`config.mk`:
```
export PLATFORM = sky130hd
export DESIGN_NAME = acc_alu_core
export DESIGN_NICKNAME = d
export VERILOG_FILES = /design/src/rtl/acc_alu_pkg.sv /design/src/rtl/acc_arith.sv /design/src/rtl/acc_bitops.sv /design/src/rtl/acc_flag_reg.sv /design/src/rtl/acc_alu_core.sv
export SDC_FILE = /design/constraint.sdc
export NUM_CORES = 1
export LEC_CHECK = 0
export BUFFER_PORTS_ARGS = -buffer_cell sky130_fd_sc_hd__buf_4
export CORE_AREA = 5 5 87 89
export CTS_BUF_LIST = sky130_fd_sc_hd__clkbuf_8
export DETAILED_ROUTE_END_ITERATION = 8
export DIE_AREA = 0 0 92 94
export PLACE_DENSITY = 0.56
export SLEW_MARGIN = 20
export SYNTH_ARGS = -nofsm -noshare
export SYNTH_HDL_FRONTEND = slang
export SYNTH_SLANG_ARGS = --single-unit
export TNS_END_PERCENT = 50
```
`constraint.sdc`:
```
create_clock -name clk -period 4.4 [get_ports clk]
set_clock_uncertainty 0.15 [all_clocks]
set_input_delay 0.66 -clock clk [delete_from_list [all_inputs] [get_ports clk]]
set_output_delay 0.66 -clock clk [all_outputs]
set_load 0.02 [all_outputs]
```
`src/rtl/acc_alu_pkg.sv`:
```
package acc_alu_pkg;

  localparam int OP_W   = 4;
  localparam int FLAG_N = 5;

  typedef enum logic [OP_W-1:0] {
    OP_ADD = 4'd0,
    OP_SUB = 4'd1,
    OP_INC = 4'd2,
    OP_DEC = 4'd3,
    OP_AND = 4'd4,
    OP_OR  = 4'd5,
    OP_XOR = 4'd6,
    OP_CPL = 4'd7,
    OP_RLP = 4'd8,
    OP_RLC = 4'd9,
    OP_RRP = 4'd10,
    OP_RRC = 4'd11
  } alu_op_e;

  typedef struct packed {
    logic s;
    logic z;
    logic ac;
    logic p;
    logic cy;
  } flag_t;

  localparam logic [FLAG_N-1:0] UPD_ALL   = 5'b11111;
  localparam logic [FLAG_N-1:0] UPD_NO_CY = 5'b11110;
  localparam logic [FLAG_N-1:0] UPD_CY    = 5'b00001;
  localparam logic [FLAG_N-1:0] UPD_NONE  = 5'b00000;

endpackage

```
`src/rtl/acc_arith.sv`:
```
module acc_arith
  import acc_alu_pkg::*;
#(
  parameter int DATA_W = 8,
  parameter int NIB_W  = 4
) (
  input  alu_op_e           op_i,
  input  logic [DATA_W-1:0] a_i,
  input  logic [DATA_W-1:0] b_i,
  output logic [DATA_W-1:0] res_o,
  output logic              cy_o,
  output logic              ac_o
);

  localparam logic [DATA_W-1:0] ONE = DATA_W'(1);

  logic [DATA_W-1:0] rhs;
  logic              do_sub;
  logic [DATA_W:0]   wide;
  logic [NIB_W:0]    low;

  // operand select: the constant one replaces the second operand for inc/dec
  always_comb begin
    rhs    = '0;
    do_sub = 1'b0;
    unique case (op_i)
      OP_ADD: begin rhs = b_i; do_sub = 1'b0; end
      OP_SUB: begin rhs = b_i; do_sub = 1'b1; end
      OP_INC: begin rhs = ONE; do_sub = 1'b0; end
      OP_DEC: begin rhs = ONE; do_sub = 1'b1; end
      default: begin rhs = '0; do_sub = 1'b0; end
    endcase
  end

  // one extra bit catches carry on add and borrow (wrap) on subtract
  always_comb begin
    if (do_sub) begin
      wide = {1'b0, a_i} - {1'b0, rhs};
      low  = {1'b0, a_i[NIB_W-1:0]} - {1'b0, rhs[NIB_W-1:0]};
    end else begin
      wide = {1'b0, a_i} + {1'b0, rhs};
      low  = {1'b0, a_i[NIB_W-1:0]} + {1'b0, rhs[NIB_W-1:0]};
    end
  end

  assign res_o = wide[DATA_W-1:0];
  assign cy_o  = wide[DATA_W];
  assign ac_o  = low[NIB_W];

  always_comb begin
    if (op_i == OP_SUB) begin
      AST_SUB_BORROW: assert (cy_o == (a_i < b_i)) else $error("borrow mismatch");
    end
  end

endmodule

```
`src/rtl/acc_bitops.sv`:
```
module acc_bitops
  import acc_alu_pkg::*;
#(
  parameter int DATA_W = 8
) (
  input  alu_op_e           op_i,
  input  logic [DATA_W-1:0] a_i,
  input  logic [DATA_W-1:0] b_i,
  input  logic              cy_i,
  output logic [DATA_W-1:0] res_o,
  output logic              cy_o
);

  localparam int MSB = DATA_W - 1;

  logic [DATA_W-1:0] rot_l;
  logic [DATA_W-1:0] rot_r;
  logic              fill_l;
  logic              fill_r;

  // plain rotates recycle the outgoing bit, through-carry ones take cy_i
  assign fill_l = (op_i == OP_RLC) ? cy_i : a_i[MSB];
  assign fill_r = (op_i == OP_RRC) ? cy_i : a_i[0];

  assign rot_l[0]   = fill_l;
  assign rot_r[MSB] = fill_r;

  for (genvar gi = 1; gi < DATA_W; gi++) begin : g_shift
    assign rot_l[gi]   = a_i[gi-1];
    assign rot_r[gi-1] = a_i[gi];
  end

  always_comb begin
    res_o = a_i;
    cy_o  = 1'b0;
    unique case (op_i)
      OP_AND: res_o = a_i & b_i;
      OP_OR:  res_o = a_i | b_i;
      OP_XOR: res_o = a_i ^ b_i;
      OP_CPL: res_o = ~a_i;
      OP_RLP, OP_RLC: begin res_o = rot_l; cy_o = a_i[MSB]; end
      OP_RRP, OP_RRC: begin res_o = rot_r; cy_o = a_i[0];   end
      default: res_o = a_i;
    endcase
  end

  always_comb begin
    if (op_i == OP_RLP || op_i == OP_RRP) begin
      AST_ROT_KEEPS_ONES: assert ($countones(res_o) == $countones(a_i)) else $error("plain rotate lost a bit");
    end
  end

endmodule

```
`src/rtl/acc_flag_reg.sv`:
```
module acc_flag_reg
  import acc_alu_pkg::*;
(
  input  logic              clk,
  input  logic              rst_n,
  input  logic              we_i,
  input  logic [FLAG_N-1:0] cand_i,
  input  logic [FLAG_N-1:0] upd_i,
  output logic [FLAG_N-1:0] flags_o,
  output logic              rst_sync_n_o
);

  logic [1:0]        sync_q;
  logic              rst_sync_n;
  logic [FLAG_N-1:0] flags_q;
  logic [FLAG_N-1:0] flags_d;

  // reset asserts at once, releases two edges later
  always_ff @(posedge clk or negedge rst_n) begin
    if (!rst_n) begin
      sync_q <= 2'b00;
    end else begin
      sync_q <= {sync_q[0], 1'b1};
    end
  end

  assign rst_sync_n = sync_q[1];

  // per-bit merge of the candidate with the held value
  for (genvar gi = 0; gi < FLAG_N; gi++) begin : g_merge
    assign flags_d[gi] = upd_i[gi] ? cand_i[gi] : flags_q[gi];
  end

  always_ff @(posedge clk or negedge rst_sync_n) begin
    if (!rst_sync_n) begin
      flags_q <= '0;
    end else if (we_i) begin
      flags_q <= flags_d;
    end
  end

  assign flags_o      = flags_q;
  assign rst_sync_n_o = rst_sync_n;

  AST_HOLD_WHEN_IDLE: assert property (@(posedge clk) disable iff (!rst_sync_n)
    !we_i |=> $stable(flags_q)) else $error("flags moved without enable");

endmodule

```
`src/rtl/acc_alu_core.sv`:
```
module acc_alu_core
  import acc_alu_pkg::*;
#(
  parameter int DATA_W = 8,
  parameter int NIB_W  = 4
) (
  input  logic              clk,
  input  logic              rst_n,
  input  logic [OP_W-1:0]   op_i,
  input  logic [DATA_W-1:0] acc_i,
  input  logic [DATA_W-1:0] opnd_i,
  input  logic              cy_i,
  input  logic              flag_we_i,
  output logic [DATA_W-1:0] result_o,
  output logic [FLAG_N-1:0] flags_o
);

  alu_op_e           op_e;
  logic [DATA_W-1:0] ar_res;
  logic              ar_cy;
  logic              ar_ac;
  logic [DATA_W-1:0] bo_res;
  logic              bo_cy;
  flag_t             cand;
  logic [FLAG_N-1:0] upd;
  logic [DATA_W-1:0] res;
  logic              sync_rst_n;

  assign op_e = alu_op_e'(op_i);

  acc_arith #(.DATA_W(DATA_W), .NIB_W(NIB_W)) arith_i (
    .op_i  (op_e),
    .a_i   (acc_i),
    .b_i   (opnd_i),
    .res_o (ar_res),
    .cy_o  (ar_cy),
    .ac_o  (ar_ac)
  );

  acc_bitops #(.DATA_W(DATA_W)) bitops_i (
    .op_i  (op_e),
    .a_i   (acc_i),
    .b_i   (opnd_i),
    .cy_i  (cy_i),
    .res_o (bo_res),
    .cy_o  (bo_cy)
  );

  // result select and per-class flag update mask
  always_comb begin
    res  = acc_i;
    cand = '0;
    upd  = UPD_NONE;
    unique case (op_e)
      OP_ADD, OP_SUB: begin
        res = ar_res; cand.cy = ar_cy; cand.ac = ar_ac; upd = UPD_ALL;
      end
      OP_INC, OP_DEC: begin
        res = ar_res; cand.ac = ar_ac; upd = UPD_NO_CY;
      end
      OP_AND, OP_OR, OP_XOR: begin
        res = bo_res; upd = UPD_ALL;
      end
      OP_CPL: begin
        res = bo_res; upd = UPD_NONE;
      end
      OP_RLP, OP_RLC, OP_RRP, OP_RRC: begin
        res = bo_res; cand.cy = bo_cy; upd = UPD_CY;
      end
      default: begin
        res = acc_i; upd = UPD_NONE;
      end
    endcase
    cand.s = res[DATA_W-1];
    cand.z = ~|res;
    cand.p = ~^res;
  end

  assign result_o = res;

  acc_flag_reg flag_i (
    .clk          (clk),
    .rst_n        (rst_n),
    .we_i         (flag_we_i),
    .cand_i       (cand),
    .upd_i        (upd),
    .flags_o      (flags_o),
    .rst_sync_n_o (sync_rst_n)
  );

  AST_ZERO_TRACKS: assert property (@(posedge clk) disable iff (!sync_rst_n)
    ($past(sync_rst_n) && $past(flag_we_i) && ($past(op_i) <= 4'd6))
    |-> (flags_o[3] == ($past(result_o) == '0))) else $error("zero flag wrong");

  AST_LOGIC_CLEARS: assert property (@(posedge clk) disable iff (!sync_rst_n)
    ($past(sync_rst_n) && $past(flag_we_i) && ($past(op_i) >= 4'd4) && ($past(op_i) <= 4'd6))
    |-> (flags_o[2] == 1'b0 && flags_o[0] == 1'b0)) else $error("logic op left carry");

  AST_INCDEC_CY: assert property (@(posedge clk) disable iff (!sync_rst_n)
    ($past(sync_rst_n) && (($past(op_i) == 4'd2) || ($past(op_i) == 4'd3)))
    |-> (flags_o[0] == $past(flags_o[0]))) else $error("inc/dec touched carry");

  AST_ROT_ONLY_CY: assert property (@(posedge clk) disable iff (!sync_rst_n)
    ($past(sync_rst_n) && ($past(op_i) >= 4'd8) && ($past(op_i) <= 4'd11))
    |-> (flags_o[4:1] == $past(flags_o[4:1]))) else $error("rotate touched other flags");

endmodule

```
**Word-level counts from Yosys, hierarchy flattened**

Cells that the tools add are included.

- Bits in registers: 7
- Bits of input ports: 24
- Output and inout port bits: 13
- Word-level logic and storage cells: 55

- Add/sub/neg operators: 4
- Equal/unequal tests: 11
- Muxes and demuxes: 12
- Bitwise gates (word level): 4
- Reductions and logical operators: 18

Operator list:

| operator | count |
|---|---|
| one-hot mux 8 bit (6 select lines) | 1 |
| one-hot mux 8 bit (2 select lines) | 2 |
| == test 4 x 3 -> 1 bit (second input constant) | 4 |
| == test 4 bit (second input constant) | 4 |
| OR reduction 8 bit | 2 |
| one-hot mux 5 bit (3 select lines) | 1 |
| AND reduction 2 bit | 5 |
| OR reduction 2 bit | 5 |
| adder 8 x 8 -> 9 bit | 1 |
| 2-to-1 mux 9 bit | 1 |
| subtractor 8 x 8 -> 9 bit | 1 |
| bitwise AND 8 bit | 1 |
| == test 4 x 2 -> 1 bit (second input constant) | 2 |
| inverter 8 bit | 1 |
| OR 8 bit | 1 |
| OR reduction 4 bit | 2 |
| XNOR reduction 8 bit | 1 |
| bitwise XOR 8 bit | 1 |
| adder 4 x 4 -> 5 bit | 1 |
| 2-to-1 mux 5 bit | 1 |
| OR reduction 5 bit | 1 |
| subtractor 4 x 4 -> 5 bit | 1 |
| == test 4 x 1 -> 1 bit (second input constant) | 1 |
| zero test 4 bit | 1 |
| other kinds (3) | 7 |

**Longest topological paths before layout**

- Word-level depth: 8
- Depth in mapped cells: 20
- Mapped depth without buffers: 18

**Modules after synthesis**

A second synthesis with hierarchy kept.

- Cells, all modules: 282
- Area total of the unflattened synthesis: 2333.5 um2

Modules (own cells, without submodules):

| module | times used | cells an instance | area each (um2) |
|---|---|---|---|
| acc_bitops | 1 | 111 | 889.6 |
| acc_arith | 1 | 99 | 665.6 |
| acc_alu_core | 1 | 54 | 505.5 |
| acc_flag_reg | 1 | 18 | 272.8 |

**Least setup slack after synthesis**

Ideal clock, no wire load.

- Path kind: input to output
- From: input port op_i[2]
- To: output port result_o[6]
- Data arrival time: 3.273 ns
- Data required time: 3.590 ns
- Slack: 0.317 ns
- Stages on the path: 15
- Path buffers: 2
- Path through: buf_6 or2_1 buf_4 nor2_4 nand2_1 ha_1 nor2_1 xor2_1 ha_1 nor2b_1 o21ai_0 nand2b_1 a221oi_1 xnor2_1 o211a_1

- Longest elaborated chain between the ends: 6

RTL lines:

| item | RTL line | text |
|---|---|---|
| start: declaration | acc_alu_core.sv:9 | `input logic [OP_W-1:0] op_i,` |
| == test 4 x 2 -> 1 bit, or another cell as far along | acc_arith.sv:26, acc_alu_core.sv:54 |  |
| OR reduction 2 bit (no source line) | -- |  |
| one-hot mux 8 bit (2 select lines) | acc_arith.sv:26 | `unique case (op_i)` |
| adder 8 x 8 -> 9 bit / subtractor 8 x 8 -> 9 bit (equally long branches) | acc_arith.sv:41, acc_arith.sv:38 |  |
| 2-to-1 mux 9 bit | acc_arith.sv:37 | `if (do_sub) begin` |
| one-hot mux 8 bit (2 select lines) * | acc_alu_core.sv:54 | `unique case (op_e)` |
| end: declaration | acc_alu_core.sv:14 | `output logic [DATA_W-1:0] result_o,` |

Every way passes the cells marked *; elsewhere a longest branch is shown, timed or not.

**Final worst setup path**

Same ends and word-level chain as after synthesis.

==> summary by stage <==
Power and ir drop
Power spread over the standard cell area amounts to 204 nW/um2. The clock network accounts for 17.8% of the total power. The share of power burned in combinational logic is 65.5%. The fraction of power spent switching nets is 42.5%. The internal portion of the total power is 280 uW. The analysis attributes to cell leakage a power of 0.00115 uW. The share of total power dissipated in sequential elements is 16.7%. In this run the power spent charging and discharging nets is 207 uW. The worst-case IR drop observed on VDD is 0.0891 mV.

Setup path
The worst setup path is of the in2out kind. The critical path contains buffers and inverters numbering 2 combined. The worst endpoint required time is 3590 ps. The endpoint of the most critical register-to-register path is flag_i.flags_o[0]$_DFFE_PN0P_.

Traced cell by cell, the critical path runs through buf_4, or2_1, nor2_4, nand2_1, ha_1, nor2_1, xor2_1, ha_1, nor2b_1, o21ai_0, nand2b_1, a221oi_2, xnor2_1, o211a_1, buf_4. The cell count of the worst reg-to-reg path is 1. The largest delay contributor family on the critical path is simple AND/OR/NAND/NOR gates. Across all register-to-register paths, the minimum setup slack is 3430 ps. The critical path capture point type is an output pin. The arrival time of the worst setup path is 3330 ps. In this run the worst path has a maximum fanout of 6. The slowest cell on the critical path is sky130_fd_sc_hd__ha_1.

The startpoint identified for the worst register-to-register timing path is flag_i.sync_q[1]$_DFF_PN0_. The delay contributed by the slowest stage of the critical path is 290 ps. The critical path runs through a total of 15 cells.

STA classifies the critical path startpoint as an input port.

Finish
The post-route netlist has 21.5% of its cells at a drive strength greater than 1. In the layout the commonest cells are sky130_fd_sc_hd__buf_4, sky130_fd_sc_hd__inv_1, sky130_fd_sc_hd__ha_1. Cells fill 35.7% of the core in the end. 0 antenna diodes ended up in the layout.

Leaving out fill and tap cells, the most frequent cell in the layout is sky130_fd_sc_hd__buf_4. From synthesis to final layout, the design area changed by 22.0%. The net count of the finished layout is 353. For this run, the number of standard cells in the final layout without fillers is 378.

Logic synthesis
The count of unique library cells instantiated by Yosys is 58. The area fraction in and, or, nand and nor cells after synthesis is 18.7%. Synthesis produced a netlist with a net count of 313. The number of enable-type register cells in the synthesized netlist is 0. Of the post-synthesis cell area, the dominant cell type holds 18.6%. Sorting the synthesized cells by area gives the leading types as sky130_fd_sc_hd__ha_1, sky130_fd_sc_hd__dfrtp_1, sky130_fd_sc_hd__inv_1.

The portion of synthesized area spent on multiplexers is 11.8%. sky130_fd_sc_hd__ha_1 takes more of the synthesized area than any other cell. Of the total synthesized cell area, the portion taken by full adders, half adders and majority gates is 19.6%. The largest family of logic cells by synthesized area is compound AO/OA/AOI/OAI gates. For this run, the number of Yosys warnings is 0. The proportion of synthesized flip-flops having asynchronous set or reset is 100%. The most used flip-flop cell after synthesis is sky130_fd_sc_hd__dfrtp_1.

A synthesized cell averages 7.55 um2. The mapped cell area is 1950 um2. The synthesized design contains 7 register bits.

The synthesized instance count is 259. The compound-cell area share of the yosys netlist is 25.9%. The synthesized-area fraction occupied by xor and xnor cells is 4.48%. Summing the sequential cell areas from Yosys gives 8.96% of the chip area.

Placement
At the end of routability-driven placement, the weighted congestion stood at 0.845. The total half-perimeter wirelength after legalization and detailed placement is 4.76 mm. After detailed placement, the design holds a cell count of 373. The number of input and output port buffers inserted is 36.

CTS
The clock passes through at most 2 buffers. TritonCTS built the clock tree. CTS built an H-tree with a depth of 1.

The clock root buffer is sky130_fd_sc_hd__clkbuf_8. The clock input transition at the sequential cells of the worst setup and hold paths is 40 ps. Buffers inserted during clock tree synthesis total 3.

CTS saw 7 sinks. Buffers added to address setup during post-CTS repair amount to 0. At the later pin of the worst-skew pair, clock insertion delay measures 220 ps.

Routing
In the final routed layout, each cell accounts on average for 15.2 um. The initial detailed-routing violation count is 123. Using the TritonRoute via totals, the vias-per-cell ratio works out to 5.33.

The length of the first detailed-routing pass in iterations is 4. The count of nets left with antenna violations after detail routing is 0. The overall routed net length is 5.74 mm. The routed layout has 2013 vias. The number of remaining DRC errors is 0.

Die
The starting density of the core is 29.3%. The core box area is 6680 um2. After floorplanning, the core was divided into 30 placement rows.

For this design the top-level I/O count stands at 37. The die area is 8650 um2. The floorplan die width is 92 um. The floorplan die height is 94 um.

Outcome
The run finished with clean final reports.

Timing
Setup repair after global routing left no endpoint under its margin. For the final routed database, the setup TNS stands at 0 ps. The minimum period implied by the final worst setup slack is 4140 ps. After layout, the worst path uses 94.1% of the clock period.

For this run, the top clock speed supported by timing is 0.241 GHz. The final hold violation count was 0. The count of pins over their slew limit was 0. The final number of setup-violating endpoints is 0.

Global routing
The first global-routing pass estimated 9.65 mm of wire. The via count of the first global-routing pass was 1934. Entering global routing, the biggest net connects 25 pins.

The initial antenna violation count came to 0. The total congestion overflow after global routing is 0. Global routing used 13.6% of the available tracks across all layers.

Hold path
The path class of the lowest-slack min-delay path is in2async.

Run
Max-cap violations in this run came to 0.
-- registers in the layout, summed over array words and instances (netlist names) --
name	cells
flag_i.sync_q	2
flag_i.flags_o	5
-- through the flow --
step	hold WS [ps]	area, um2	total power (uW)	setup WS [ps]
final	60.7	2380	487	259
after global routing	53.3	2380	534	33.6
after CTS	54.7	2380	491	166
after detailed placement	-69.5	2320	400	169
after global placement	-58.4	2320	398	207
after floorplan	-95.9	1950	294	317
-- timing repair --
action                                 4_1_cts  5_1_grt
hold buffers                                 1        0
endpoints found under the hold margin        5        0
setup endpoints to repair                    0        2
gates resized for setup                      0        2
-- layer usage --
layer,vias to the layer above,wire length (um),track usage [%]
li1,1004,-,-
met1,944,2580,18.1
met2,59,2850,24.3
met3,6,246,1.44
met4,0,65,1.73
met5,-,0,0
-- synth_stat cells (3+ instances only) --
cell                       number
sky130_fd_sc_hd__dfrtp_1        7
sky130_fd_sc_hd__ha_1          29
sky130_fd_sc_hd__a211oi_1       7
sky130_fd_sc_hd__mux4_2         4
sky130_fd_sc_hd__buf_6          3
sky130_fd_sc_hd__o211ai_1       4
sky130_fd_sc_hd__xor2_1         4
sky130_fd_sc_hd__nor3_1         5
sky130_fd_sc_hd__mux2_2         3
sky130_fd_sc_hd__o31ai_1        3
sky130_fd_sc_hd__xnor2_1        6
sky130_fd_sc_hd__nor2_1        21
sky130_fd_sc_hd__nand2_1       23
sky130_fd_sc_hd__o21ai_0       17
sky130_fd_sc_hd__a21oi_1       18
sky130_fd_sc_hd__buf_2          4
sky130_fd_sc_hd__nand3_1        3
sky130_fd_sc_hd__mux2i_1        8
sky130_fd_sc_hd__nand2b_1       7
sky130_fd_sc_hd__inv_1         31
-- worst max-delay path by stage --
stage	startpoint	to	slack (ps)
after global placement	op_i[2]	result_o[7]	210
after global routing	op_i[2]	result_o[6]	30
after floorplan	op_i[2]	result_o[6]	320
after detailed placement	op_i[2]	flag_i.flags_o[1]$_DFFE_PN0P_	170
after CTS	op_i[2]	result_o[7]	170
final	op_i[2]	result_o[6]	260
-- kinds of logic (layout without fill, tap and decap cells) --
logic type | count (synthesis) | after routing
muxes | 16 | 16
adders and majority gates | 30 | 30
buffers and inverters | 45 | 84
and+or+nand+nor | 74 | 74
other | 1 | 1
DFF | 7 | 7
AOI/OAI and AO/OA | 76 | 76
xor gates and xnor gates | 10 | 10
-- power groups by stage --
stage | logic [uW] | registers [uW] | clock network, uW
detailed placement | 317 | 82.8 | 0
global route | 357 | 82.5 | 93.5
floorplan | 200 | 94.0 | 0
finish | 319 | 81.3 | 86.5
global placement | 315 | 83.0 | 0
CTS | 320 | 81.3 | 89.7
-- final cells by class --
type | instances | area (um2)
Clock inverter | 1 | 3.75
Sequential cell | 7 | 175
Multi-Input combinational cell | 207 | 1580
Fill cell | 717 | 4300
Inverter | 32 | 120
Timing Repair Buffer | 48 | 363
Clock buffer | 3 | 41.3
Tap cell | 80 | 100
Power figures use the tool's default switching activity.
